File: src/rtl/bpc_cmd_pkg.sv
package bpc_cmd_pkg;
    localparam int OP_W     = 8;
    localparam int NUM_CMD  = 18;
    localparam int IDX_W    = $clog2(NUM_CMD);
    localparam int ISR_W    = 8;
    localparam int EV_W     = 6;
    localparam int LINK_W   = 2;

    localparam int IDX_BUSRST = 3;

    localparam int B_RST   = 7;
    localparam int B_ILL   = 6;
    localparam int B_DISC  = 5;
    localparam int B_SVC   = 4;
    localparam int B_FC    = 3;
    localparam int B_RESEL = 2;
    localparam int B_SATN  = 1;
    localparam int B_SEL   = 0;

    typedef enum logic [LINK_W-1:0] {
        LS_FREE = 2'd0,
        LS_INIT = 2'd1,
        LS_TGT  = 2'd2,
        LS_NONE = 2'd3
    } link_e;

    typedef struct packed {
        logic             legal;
        logic             arms;
        logic [IDX_W-1:0] idx;
    } dec_t;
endpackage

File: src/rtl/bpc_cmd_decode.sv
module bpc_cmd_decode
    import bpc_cmd_pkg::*;
(
    input  logic [OP_W-1:0]   op_i,
    input  logic [LINK_W-1:0] link_i,
    output dec_t              dec_o
);
    logic [OP_W-2:0] code;
    assign code = op_i[OP_W-2:0];

    always_comb begin
        dec_o = '0;
        case (code)
            7'h00, 7'h01, 7'h02, 7'h03: begin
                dec_o.legal = 1'b1;
                dec_o.idx   = IDX_W'(code[1:0]);
                dec_o.arms  = 1'b0;
            end
            7'h40, 7'h41, 7'h42, 7'h43, 7'h44, 7'h45, 7'h46: begin
                dec_o.legal = (link_i == LS_FREE);
                dec_o.idx   = IDX_W'(4) + IDX_W'(code[2:0]);
                dec_o.arms  = (code[2:0] != 3'd4);
            end
            7'h10, 7'h11, 7'h12: begin
                dec_o.legal = (link_i == LS_INIT);
                dec_o.idx   = IDX_W'(11) + IDX_W'(code[1:0]);
                dec_o.arms  = 1'b1;
            end
            7'h18: begin
                dec_o.legal = (link_i == LS_INIT);
                dec_o.idx   = IDX_W'(14);
                dec_o.arms  = 1'b1;
            end
            7'h1A, 7'h1B: begin
                dec_o.legal = (link_i == LS_INIT);
                dec_o.idx   = IDX_W'(15) + IDX_W'(code[0]);
                dec_o.arms  = 1'b0;
            end
            7'h27: begin
                dec_o.legal = (link_i == LS_TGT);
                dec_o.idx   = IDX_W'(17);
                dec_o.arms  = 1'b0;
            end
            default: dec_o = '0;
        endcase
    end
endmodule

File: src/rtl/bpc_isr_bank.sv
module bpc_isr_bank
    import bpc_cmd_pkg::*;
(
    input  logic             clk,
    input  logic             rst_n,
    input  logic [ISR_W-1:0] set_i,
    input  logic             clr_i,
    output logic [ISR_W-1:0] isr_o,
    output logic             irq_o
);
    typedef struct packed {
        logic [ISR_W-1:0] isr;
        logic             irq;
    } bank_t;

    bank_t b_d, b_q;
    logic [ISR_W-1:0] nxt;

    for (genvar g = 0; g < ISR_W; g++) begin : g_bit
        assign nxt[g] = (b_q.isr[g] & ~clr_i) | set_i[g];
    end

    always_comb begin
        b_d.isr = nxt;
        b_d.irq = |nxt;
    end

    always_ff @(posedge clk or negedge rst_n) begin
        if (!rst_n) b_q <= '0;
        else        b_q <= b_d;
    end

    assign isr_o = b_q.isr;
    assign irq_o = b_q.irq;


    rd_clears_chk: assert property (@(posedge clk) disable iff (!rst_n)
        (clr_i && set_i == '0) |=> (isr_o == '0));


    irq_fall_chk: assert property (@(posedge clk) disable iff (!rst_n)
        $fell(irq_o) |-> $past(clr_i));


    irq_level_chk: assert property (@(posedge clk) disable iff (!rst_n)
        irq_o == (isr_o != '0));
endmodule

File: src/rtl/bpc_cmd_ctrl.sv
module bpc_cmd_ctrl
    import bpc_cmd_pkg::*;
(
    input  logic               clk,
    input  logic               rst_n,
    input  logic               cmd_wr,
    input  logic [OP_W-1:0]    cmd_byte,
    input  logic [LINK_W-1:0]  link_state,
    input  logic               rst_int_off,
    input  logic               func_done,
    input  logic [EV_W-1:0]    ev_pulse,
    input  logic               isr_rd,
    output logic [NUM_CMD-1:0] start_o,
    output logic               start_dma_o,
    output logic [ISR_W-1:0]   isr_o,
    output logic               irq_o
);
    typedef struct packed {
        logic [NUM_CMD-1:0] start;
        logic               dma;
        logic               arm;
    } ctl_t;

    ctl_t s_d, s_q;
    dec_t dec;
    logic accept;
    logic [ISR_W-1:0] set_v;

    bpc_cmd_decode i_dec (
        .op_i   (cmd_byte),
        .link_i (link_state),
        .dec_o  (dec)
    );

    always_comb begin
        accept = cmd_wr & dec.legal;
        set_v  = '0;
        set_v[B_RST]   = ev_pulse[5] & ~rst_int_off;
        set_v[B_DISC]  = ev_pulse[4];
        set_v[B_SVC]   = ev_pulse[3];
        set_v[B_RESEL] = ev_pulse[2];
        set_v[B_SATN]  = ev_pulse[1];
        set_v[B_SEL]   = ev_pulse[0];
        if (cmd_wr && !dec.legal)
            set_v[B_ILL] = 1'b1;
        if (accept && dec.idx == IDX_W'(IDX_BUSRST) && !rst_int_off)
            set_v[B_RST] = 1'b1;
        if (func_done && s_q.arm)
            set_v[B_FC] = 1'b1;

        s_d.arm   = (s_q.arm & ~func_done) | (accept & dec.arms);
        s_d.start = accept ? (NUM_CMD'(1) << dec.idx) : '0;
        s_d.dma   = accept & cmd_byte[OP_W-1];
    end

    always_ff @(posedge clk or negedge rst_n) begin
        if (!rst_n) s_q <= '0;
        else        s_q <= s_d;
    end

    bpc_isr_bank i_bank (
        .clk   (clk),
        .rst_n (rst_n),
        .set_i (set_v),
        .clr_i (isr_rd),
        .isr_o (isr_o),
        .irq_o (irq_o)
    );

    assign start_o     = s_q.start;
    assign start_dma_o = s_q.dma;


    start_onehot_chk: assert property (@(posedge clk) disable iff (!rst_n)
        $onehot0(start_o));


    illegal_chk: assert property (@(posedge clk) disable iff (!rst_n)
        (cmd_wr && !dec.legal) |=> (start_o == '0 && isr_o[B_ILL]));


    dma_with_start_chk: assert property (@(posedge clk) disable iff (!rst_n)
        start_dma_o |-> $onehot(start_o));


    fc_source_chk: assert property (@(posedge clk) disable iff (!rst_n)
        $rose(isr_o[B_FC]) |-> $past(func_done));


    rst_mask_chk: assert property (@(posedge clk) disable iff (!rst_n)
        $rose(isr_o[B_RST]) |-> !$past(rst_int_off));
endmodule

File: config.mk
export PLATFORM = sky130hd
export DESIGN_NAME = bpc_cmd_ctrl
export DESIGN_NICKNAME = d
export VERILOG_FILES = /design/src/rtl/bpc_cmd_pkg.sv /design/src/rtl/bpc_cmd_decode.sv /design/src/rtl/bpc_isr_bank.sv /design/src/rtl/bpc_cmd_ctrl.sv
export SDC_FILE = /design/constraint.sdc
export NUM_CORES = 1
export LEC_CHECK = 0
export ABC_AREA = 1
export CAP_MARGIN = 20
export CORE_MARGIN = 3
export CORE_UTILIZATION = 30
export DETAILED_ROUTE_END_ITERATION = 16
export GPL_ROUTABILITY_DRIVEN = 0
export GPL_TIMING_DRIVEN = 0
export PLACE_DENSITY_LB_ADDON = 0.08
export SLEW_MARGIN = 40
export SYNTH_ARGS = -nofsm -noshare
export SYNTH_HDL_FRONTEND = slang
export SYNTH_SLANG_ARGS = --single-unit
File: constraint.sdc
create_clock -name clk -period 3.66 [get_ports clk]
set_clock_uncertainty 0.05 [all_clocks]
set_input_delay 0.366 -clock clk [delete_from_list [all_inputs] [get_ports clk]]
set_output_delay 0.366 -clock clk [all_outputs]
set_load 0.01 [all_outputs]
# Yosys cells after proc, flatten, opt, wreduce, memory -nomap -nowiden
# Cells that the tools add are included.
[op_classes] add_sub_neg=3 multipliers=0 n_div=0 n_lt_le_gt_ge=0 eq_ne=21 shifts=1 mux=5 n_bitwise=25 reduce_logical=13
[op_table] cell="$eq A7 B7 Y1 const B" count=7
[op_table] cell="$eq A7 B5 Y1 const B" count=6
[op_table] cell="$pmux W7 S6" count=1
[op_table] cell="$mux W18" count=1
[op_table] cell="$shl A1 B5 Y18 const A" count=1
[op_table] cell="$eq A7 B2 Y1 const B" count=2
[op_table] cell="$and A1 B1 Y1" count=13
[op_table] cell="$or A1 B1 Y1" count=9
[op_table] cell="$reduce_or A8 Y1" count=1
[op_table] cell="$eq A7 B1 Y1 const B" count=1
[op_table] cell="$eq A7 B6 Y1 const B" count=1
[op_table] cell="$logic_not A7 Y1" count=1
[op_table] cell="$reduce_or A7 Y1" count=1
[op_table] cell="$add A4 B1 Y5 const A" count=1
[op_table] cell="$add A4 B2 Y5 const A" count=1
[op_table] cell="$eq A5 B2 Y1 const B" count=1
[op_table] cell="$add A3 B3 Y4 const A" count=1
[op_table] cell="$logic_and A1 B1 Y1" count=4
[op_table] cell="$reduce_or A4 Y1" count=1
[op_table] cell="$mux W1" count=3
[op_table] cell="$ne A3 B3 Y1 const B" count=1
[op_table] cell="$not A1 Y1" count=3
[op_table] cell="$reduce_or A3 Y1" count=1
[op_table] cell="$eq A2 B1 Y1 const B" count=1
[op_table] cell="other kinds (4)" count=5
[totals] reg_bits=29 latch_bits=0 ram_bits=0 mem_bits_ro=0 in_bits=22 output_inout_bits=28 wordCells=73 n_memories=0

# Logic depth before layout (Yosys ltp)
# Gate-level depths: netlist of the first run.
[logic_depth] ltp_word=9 depth_mapped=14 ltp_nobuf=14

# Hierarchy
# From an unflattened synthesis of the first run, not the netlist that was laid out.
[hier_totals] hier_cells=208 hier_area_um2=1646.6
[modules_own_cells] mod="bpc_cmd_ctrl" n_inst=1 cells_each=91 area_each_um2=883.3 seq_area_each_um2=500.5
[modules_own_cells] mod="bpc_cmd_decode" n_inst=1 cells_each=84 area_each_um2=437.9 seq_area_each_um2=0.0
[modules_own_cells] mod="bpc_isr_bank" n_inst=1 cells_each=33 area_each_um2=325.3 seq_area_each_um2=225.2

# Least setup slack after synthesis of the first run
# Ideal clock, no wire load.
[synth_path] path_type="input to register" start="input port cmd_byte[0]" end="register i_bank.b_q, in the netlist i_bank.irq_o" setup_time_ns=0.071 arrival_time_ns=1.624 required_ns=3.539 setup_slack_ns=1.916 path_stages=11 path_buffers=0 cell_sequence="inv_1 -> ha_1 -> nor2_1 -> nand2_1 -> nand3_1 -> o21ai_1 -> nor2_1 -> nand2_1 -> nor2_1 -> nand3_1 -> nand4_1"
[synth_lines] element="start, declared" line="bpc_cmd_ctrl.sv:7" rtl="input logic [OP_W-1:0] cmd_byte,"
[synth_lines] element="end signal, assigned" line="bpc_isr_bank.sv:29" rtl="if (!rst_n) b_q <= '0;"
[synth_lines] element="end signal, assigned" line="bpc_isr_bank.sv:30" rtl="else b_q <= b_d;"
[synth_lines] element="end, declared" line="bpc_isr_bank.sv:16" rtl="bank_t b_d, b_q;"

==> results.yml, run 1 <==
global_route:
  grt_pass1_vias: 1218
  grt_pass1_wl_mm: 5.28
  grt.busiest_layer: "met2"
  antenna_found_initial: 0
  grt-ovfl-total: 0
  grt_max_degree: 30
  met2_usage: 0.171
  grt.total_usage: 0.109
  grt_use_met1: 0.138
  use_met3: 0.0336
setup_path:
  criticalPathCategory: "in -> reg"
  cp.required_ns: 3.81
  startpoint: "cmd_byte[0]"
  cp.arrival_ns: 2.53
  crit_path_max_fanout: 6
  cp-end-kind: "flop"
  worst-r2r-setup-slack_ns: 2.29
  startpoint_type: "input port"
  r2r-start: "i_bank.isr_o[4]$_DFF_PN0_"
clock_network:
  ctsHoldBuffers: 0
  postCtsSetupBuffers: 0
  cts_num_sinks: 29
  clkTransAtPathRegs_ns: 0.06
  cts_tree: "yes"
  cts_root_buf: "clkbuf_8"
  clk_latency_ns: 0.27
  cts_buffer_depth: 2
  numCtsBuffers: 5
  cts_max_level: 2
  ctsResizeCount: 0
logic_synthesis:
  synthAdderAreaFrac: 0.0405
  seq_area_frac_synth: 0.470
  yosys.area.top_type: "dfrtp_1"
  synthSimpleGateAreaFrac: 0.291
  synth_area_leaders: "dfrtp_1 (47%), nor2_1 (9.7%), nand2_1 (9.0%)"
  synth_area_um2: 1550
  avgSynthCellArea_um2: 8.26
  ys_warn_count: 0
  synth_top_family_by_area: "simple AND/OR/NAND/NOR gates"
  synthCells: 187
  synth.mux.area_fraction: 0
  synth-compound-area-share: 0.0648
  syn_nets: 214
  synth-xor-area-share: 0
  synth_top_area_share: 0.470
  synth-seq-cells: 29
  yosysUniqueCellTypes: 21
sta:
  worst_pin_slew_ns: 0.619
  finalHoldViolCount: 0
  drv_slew: 0
  max-slew-margin-rel: 0.588
  worst_hold_slack_ns: 0.0522
  setup_viol: 0
  max_freq_mhz: 420
  tns_ns: 0
  min_period_ns: 2.38
  fin_crit_sh: 0.650
  rsz0062_at_grt: "no"
detailed_routing:
  drtAntennaViolNets: 0
  num_vias: 1290
  drtIter0Drc: 65
  routed_wl_mm: 3.10
  avgRoutedWirePerCell_um: 9.97
  dr.pass1.iters: 4
  drc: 0
  viasPerCell: 4.15
run_status:
  outcome: "completed"
place:
  numPortBuffers: 49
  dp_hpwl_mm: 2.55
layout:
  final_net_count: 270
  seqCellArea_um2: 726
  mostFrequentLayoutCells: "clkdlybuf4s50_1 (48), nor2_1 (40), nand2_1 (37), dfrtp_1 (29), buf_4 (18)"
  n_antenna_cell: 0
  final_common_cell: "clkdlybuf4s50_1"
  multi_input_area_um2: 613
  area_growth_pct: 42.2
  drive_gt1_frac: 0.148
  fillerInstances: 494
floorplan:
  start_util: 0.319
  fp.dieW_um: 77.8
  fp.dieH_um: 77.8
  core_um2: 4850
  fp-row-count: 25
  die_area_um2: 6050
  design.portCount: 50
power:
  p_leak_uw: 0.00110
  p_per_area_nw_per_um2: 301
  worst_ir_drop_vdd_mv: 0.108
min_path:
  hp-class: "in -> async"
job:
  drv_cap: 0
==> Yosys cell counts, drive strengths merged <==
cell and number:
nand2 38, a21oi 3, buf 18, ha 5, nand3 11, nand4 6
a21boi 1, and2 1, inv 19, dfrtp 29, o21ai 4, nor4 1
a21o 5, a22o 1, nor2 44, nand3b 1
==> metal layers <==
layer  vias to the layer above  part of all wire
li1                        689                 -
met1                       568              0.46
met2                        31              0.48
met3                         2             0.049
met4                         0            0.0094
met5                         -                 0
==> per-stage QoR <==
stage               setup slack, ns  std cells  cell area (um2)  power [uW]  utilization
global placement              0.949        303             2120         426        0.437
finish                         1.28        311             2200         661        0.453
CTS                            1.25        311             2200         676        0.453
floorplan                      1.92        187             1550         373            -
global route                   1.02        311             2200         701        0.453
detailed placement            0.973        303             2110         426        0.436
==> registers in the layout (all words and copies together), names as in the netlist <==
register and cells:
i_bank.irq_o 1, i_bank.isr_o 8, s_q 1, start_dma_o 1, start_o 18
==> critical path: stages <==
cell and delay [ns]:
clkdlybuf4s50_1 0.55, inv_1 0.13, ha_1 0.25, nor2_1 0.14, nand2_1 0.11, nand3_1 0.18, o21ai_1 0.08, nor2_1 0.30
nand2_1 0.09, nor2_1 0.13, nand3_1 0.10, nand4_1 0.10
==> path summary, 6_finish.rpt <==
path / end / depth (start not counted)
max: i_bank.irq_o$_DFF_PN0_ / 12
min: i_bank.isr_o[5]$_DFF_PN0_ / 1
max reg2reg: i_bank.irq_o$_DFF_PN0_ / 5
min reg2reg: i_bank.isr_o[4]$_DFF_PN0_ / 1
max in group asynchronous: start_o[2]$_DFF_PN0_ / 1
min in group clk: i_bank.isr_o[4]$_DFF_PN0_ / 1
==> cell type report <==
| cell class | count | area share |
|---|---|---|
| Tap cell | 67 | 0.0382 |
| Multi-Input combinational cell | 121 | 0.279 |
| Inverter | 19 | 0.0325 |
| Buffer | 18 | 0.0615 |
| Sequential cell | 29 | 0.330 |
| Clock inverter | 2 | 0.00456 |
| Clock buffer | 6 | 0.0330 |
| Timing Repair Buffer | 49 | 0.221 |
==> power by group <==
part           internal [uW]  total (uW)  switching (uW)
logic                   43.0        88.9            45.8
registers                327         330            2.80
clock network            131         242             111
total                    501         661             160
==> kinds of logic (layout without fill, tap and decap cells) <==
| logic type | count (synthesis) | count (layout) |
|---|---|---|
| flip-flops | 29 | 29 |
| AND/OR/NAND/NOR | 102 | 102 |
| AO/OA/AOI/OAI | 14 | 14 |
| buffers and inverters | 37 | 94 |
| adder cells (fa/ha/maj) | 5 | 5 |
Power figures use the tool's default switching activity.
==> run 2, diff against run 1 <==
- clock period: 3.66 -> 2.4 ns (I/O delays scaled with it)
==> results.yml, run 2 (synthesis results as in run 1) <==
layout:
  fillerInstances: 494
  area_growth_pct: 43.5
  post-route-util: 0.457
  final_net_count: 271
  largest_register_ffs: 18
  finalNonFillerCells: 312
  n_antenna_cell: 0
  final_common_cell: "clkdlybuf4s50_1"
  drive_gt1_frac: 0.155
  mostFrequentLayoutCells: "clkdlybuf4s50_1 (47), nor2_1 (39), nand2_1 (37), dfrtp_1 (29), buf_4 (18)"
detailed_routing:
  num_vias: 1302
  viasPerCell: 4.17
  drtAntennaViolNets: 0
  avgRoutedWirePerCell_um: 10.0
  drc: 0
  dr.pass1.iters: 4
  drtIter0Drc: 65
  routed_wl_mm: 3.12
floorplan:
  core_um2: 4850
  fp.dieH_um: 77.8
  fp-row-count: 25
  fp.dieW_um: 77.8
  design.portCount: 50
  die_area_um2: 6050
  start_util: 0.319
setup_path:
  worst-r2r-setup-slack_ns: 1.03
  cp.required_ns: 2.55
  criticalPathCategory: "in -> reg"
  r2r-start: "i_bank.isr_o[4]$_DFF_PN0_"
  startpoint_type: "input port"
  reg2reg_depth: 5
  crit_path_max_fanout: 4
  r2r-end: "i_bank.irq_o$_DFF_PN0_"
  cp.arrival_ns: 2.26
  cp-end-kind: "flop"
place:
  numPortBuffers: 49
  dp.cells: 303
  dp_hpwl_mm: 2.55
power:
  p_leak_uw: 0.00111
  p_per_area_nw_per_um2: 456
  worst_ir_drop_vdd_mv: 0.171
sta:
  min_period_ns: 2.11
  rsz0062_at_grt: "no"
  fin_crit_sh: 0.879
  worst_pin_slew_ns: 0.621
  drv_slew: 0
  setup_viol: 0
  finalHoldViolCount: 0
  max_freq_mhz: 474
  max-slew-margin-rel: 0.586
run_status:
  outcome: "completed"
clock_network:
  cts_max_level: 2
  numCtsBuffers: 5
  cts_num_sinks: 29
  cts_buffer_depth: 2
  cts_root_buf: "clkbuf_8"
  postCtsSetupBuffers: 0
  clkTransAtPathRegs_ns: 0.06
  clk_latency_ns: 0.27
  cts_tree: "yes"
min_path:
  hold_start: "cmd_byte[0]"
  min_to: "start_o[13]$_DFF_PN0_"
  hp-class: "in -> reg"
  min_path_cells: 5
global_route:
  grt_pass1_wl_mm: 5.31
  grt-ovfl-total: 0
  grt_pass1_vias: 1228
  antenna_found_initial: 0
  grt_max_degree: 30
  grt.total_usage: 0.110
job:
  drv_cap: 0
run 2: cell count changes in the layout (fill, tap and decap cells not counted), sizes merged:
| cell | delta |
|---|---|
| dlymetal6s2s | +1 |
| clkdlybuf4s50 | -1 |
| dlygate4sd3 | +1 |
run 2: final cells by class:
| cell class | count | area (um2) | area share |
|---|---|---|---|
| sequential | 29 | 726 | 0.327 |
| clock inverter | 2 | 10.0 | 0.00451 |
| tap | 67 | 83.8 | 0.0378 |
| inverter | 19 | 71.3 | 0.0322 |
| buffer | 18 | 135 | 0.0609 |
| clock buffer | 6 | 72.6 | 0.0327 |
| multi-input combinational | 121 | 621 | 0.280 |
| timing repair buffer | 50 | 498 | 0.225 |
run 2: repair_timing:
item                                    CTS  global route
hold buffers                              1             0
resized for setup                         0             3
endpoints found under the hold margin    29             0
endpoints found under the setup margin    0            13
run 2: stage by stage:
| step | instance area [um2] | total power [uW] | worst slack, ns | setup TNS (ns) | hold slack (ns) |
|---|---|---|---|---|---|
| finish | 2220 | 1010 | 0.290 | 0 | 0.421 |
| global route | 2220 | 1070 | 0.0144 | 0 | 0.477 |
| CTS | 2210 | 1030 | 0.118 | 0 | 0.460 |
| detailed placement | 2110 | 649 | -0.161 | -1.45 | 0.250 |
| global placement | 2120 | 650 | -0.185 | -1.95 | 0.441 |
| floorplan | 1550 | 570 | 0.782 | 0 | -0.106 |
run 2: worst max-delay path by stage:
stage,startpoint,to,slack (ns)
floorplan,cmd_byte[0],i_bank.irq_o$_DFF_PN0_,0.78
global placement,cmd_byte[0],i_bank.irq_o$_DFF_PN0_,-0.18
detailed placement,cmd_byte[0],i_bank.irq_o$_DFF_PN0_,-0.16
CTS,cmd_byte[0],i_bank.irq_o$_DFF_PN0_,0.12
global route,cmd_byte[1],start_o[9]$_DFF_PN0_,0.01
finish,cmd_byte[1],start_o[9]$_DFF_PN0_,0.29
run 2: critical path, stage by stage:
cell and delay, ns:
clkdlybuf4s50_1 0.53, inv_1 0.10, ha_1 0.22, nor2_1 0.14, nand2_1 0.12, nand2_1 0.08
nand2_1 0.06, nand2_1 0.09, nand2_1 0.08, nand2_1 0.08, nand2_1 0.09, a21oi_1 0.17
nand2_1 0.12, nor2_1 0.12
run 2: power by group:
part           leakage, uW  switching, uW  internal [uW]
combinational     0.000690           70.7           66.7
clock            0.0000450            170            200
sequential        0.000379           4.28            498
run 2: routing by layer:
metal  vias to the layer above  routed length [um]  track usage
met3                         2                 164       0.0336
met1                       580                1430        0.138
met2                        33                1500        0.173
met4                         0                  29       0.0480
li1                        687                   -            -
met5                         -                   0            0
==> run 3, diff against run 2 <==
- TNS_END_PERCENT: not set -> 1
- clock period: 2.4 -> 2 ns (I/O delays scaled with it)
==> results.yml, run 3 (synthesis results as in run 1) <==
run_status:
  outcome: "completed"
clock_network:
  clkTransAtPathRegs_ns: 0.06
  cts_root_buf: "clkbuf_8"
  postCtsSetupBuffers: 0
  cts_buffer_depth: 2
  clk_latency_ns: 0.27
  cts_num_sinks: 29
  numCtsBuffers: 5
  cts_tree: "yes"
  cts_max_level: 2
floorplan:
  fp.dieH_um: 77.8
  design.portCount: 50
  die_area_um2: 6050
  fp.dieW_um: 77.8
  fp-row-count: 25
  start_util: 0.319
  core_um2: 4850
sta:
  setup_viol: 0
  min_period_ns: 1.71
  tns_ns: 0
  max-slew-margin-rel: 0.586
  fin_crit_sh: 0.857
  drv_slew: 0
  max_freq_mhz: 583
  rsz0062_at_grt: "no"
  setup_ws_ns: 0.286
  finalHoldViolCount: 0
  worst_pin_slew_ns: 0.621
setup_path:
  cp-end-kind: "flop"
  cpPeakStageDelay_ns: 0.54
  reg2reg_depth: 5
  cp_slowest_cell: "clkdlybuf4s50_1"
  cp.arrival_ns: 1.86
  criticalPathCategory: "in -> reg"
  crit_chain: "clkdlybuf4s50_1, inv_2, nor2_4, nand2_1, nor2_1, nand2_1, nand2_1, nor2_1, a21boi_4, nand2_2, nor2_1"
  startpoint_type: "input port"
  crit_path_max_fanout: 8
  cp.required_ns: 2.15
layout:
  finalNonFillerCells: 312
  post-route-util: 0.458
  largest_register_ffs: 18
  mostFrequentLayoutCells: "clkdlybuf4s50_1 (45), nor2_1 (38), nand2_1 (37), dfrtp_1 (29), buf_4 (18)"
  fillerInstances: 496
  final_net_count: 271
  final_common_cell: "clkdlybuf4s50_1"
  area_growth_pct: 43.6
  n_antenna_cell: 0
  drive_gt1_frac: 0.176
min_path:
  hp-class: "in -> reg"
  min_path_cells: 5
global_route:
  grt_pass1_wl_mm: 5.35
  antenna_found_initial: 0
  grt-ovfl-total: 0
  grt_max_degree: 30
  grt_pass1_vias: 1243
  grt.total_usage: 0.111
place:
  dp_hpwl_mm: 2.55
  post-place-ws_ns: -0.521
  numPortBuffers: 49
  dp.cells: 303
power:
  p_per_area_nw_per_um2: 546
  p_leak_uw: 0.00112
  worst_ir_drop_vdd_mv: 0.205
detailed_routing:
  viasPerCell: 4.16
  drtIter0Drc: 57
  drtAntennaViolNets: 0
  routed_wl_mm: 3.14
  num_vias: 1299
  avgRoutedWirePerCell_um: 10.1
  dr.pass1.iters: 4
  drc: 0
job:
  drv_cap: 0
[run 3: cell types whose count changed in the layout (fill, tap and decap cells not counted), sizes merged]
cell / before / now
clkbuf: 6 / 8
clkdlybuf4s50: 47 / 45
[run 3: routing by layer]
metal,up-vias,global-route usage,part of all wire
met5,-,0,0
met2,39,0.176,0.48
met4,0,0.0480,0.0092
met1,571,0.139,0.46
li1,687,-,-
met3,2,0.0336,0.054
[run 3: worst max-delay path, delay by kind of cell]
kind / cells / cell delay, ns
and+or+nand+nor: 8 / 0.79
AOI/OAI and AO/OA: 1 / 0.25
buffers and inverters: 2 / 0.61
[run 3: where the power goes]
group	switching, uW	internal [uW]	total [uW]	leakage [uW]
clock	204	240	444	0.0000450
combinational	86.3	78.7	165	0.000692
sequential	5.13	598	603	0.000379
total	295	917	1210	0.00112
[run 3: final timing paths]
| kind | start | end | slack [ns] |
|---|---|---|---|
| worst max-delay path | cmd_byte[3] | start_o[9]$_DFF_PN0_ | 0.29 |
| worst min-delay path | cmd_byte[1] | start_o[10]$_DFF_PN0_ | 0.30 |
| worst max register to register | i_bank.isr_o[4]$_DFF_PN0_ | i_bank.irq_o$_DFF_PN0_ | 0.63 |
| worst min register to register | i_bank.isr_o[4]$_DFF_PN0_ | i_bank.isr_o[4]$_DFF_PN0_ | 0.45 |
| max in group asynchronous | rst_n | start_o[14]$_DFF_PN0_ | 1.05 |
| min in group asynchronous | rst_n | i_bank.isr_o[5]$_DFF_PN0_ | 0.43 |
[run 3: layout make-up]
class                      count  area [um2]  area share
buffer                        18         135      0.0609
clock buffer                   6        72.6      0.0327
clock inverter                 2        10.0     0.00451
inverter                      19        71.3      0.0321
multi-input combinational    121         632       0.285
sequential                    29         726       0.327
tap                           67        83.8      0.0378
timing repair buffer          50         488       0.220
[run 3: stage by stage]
step	cell area [um2]	hold slack (ns)	total power, uW
2_1_floorplan	1550	-0.146	683
3_3_place_gp	2120	0.441	780
3_5_place_dp	2110	0.210	779
4_1_cts	2220	0.437	1240
5_1_grt	2220	0.349	1280
6_report	2220	0.304	1210
[run 3: what timing repair did]
action	4_1_cts	5_1_grt
cloned	0	0
endpoints found under the hold margin	29	0
setup endpoints to repair	21	20
hold buffers	1	0
gates resized for setup	5	8
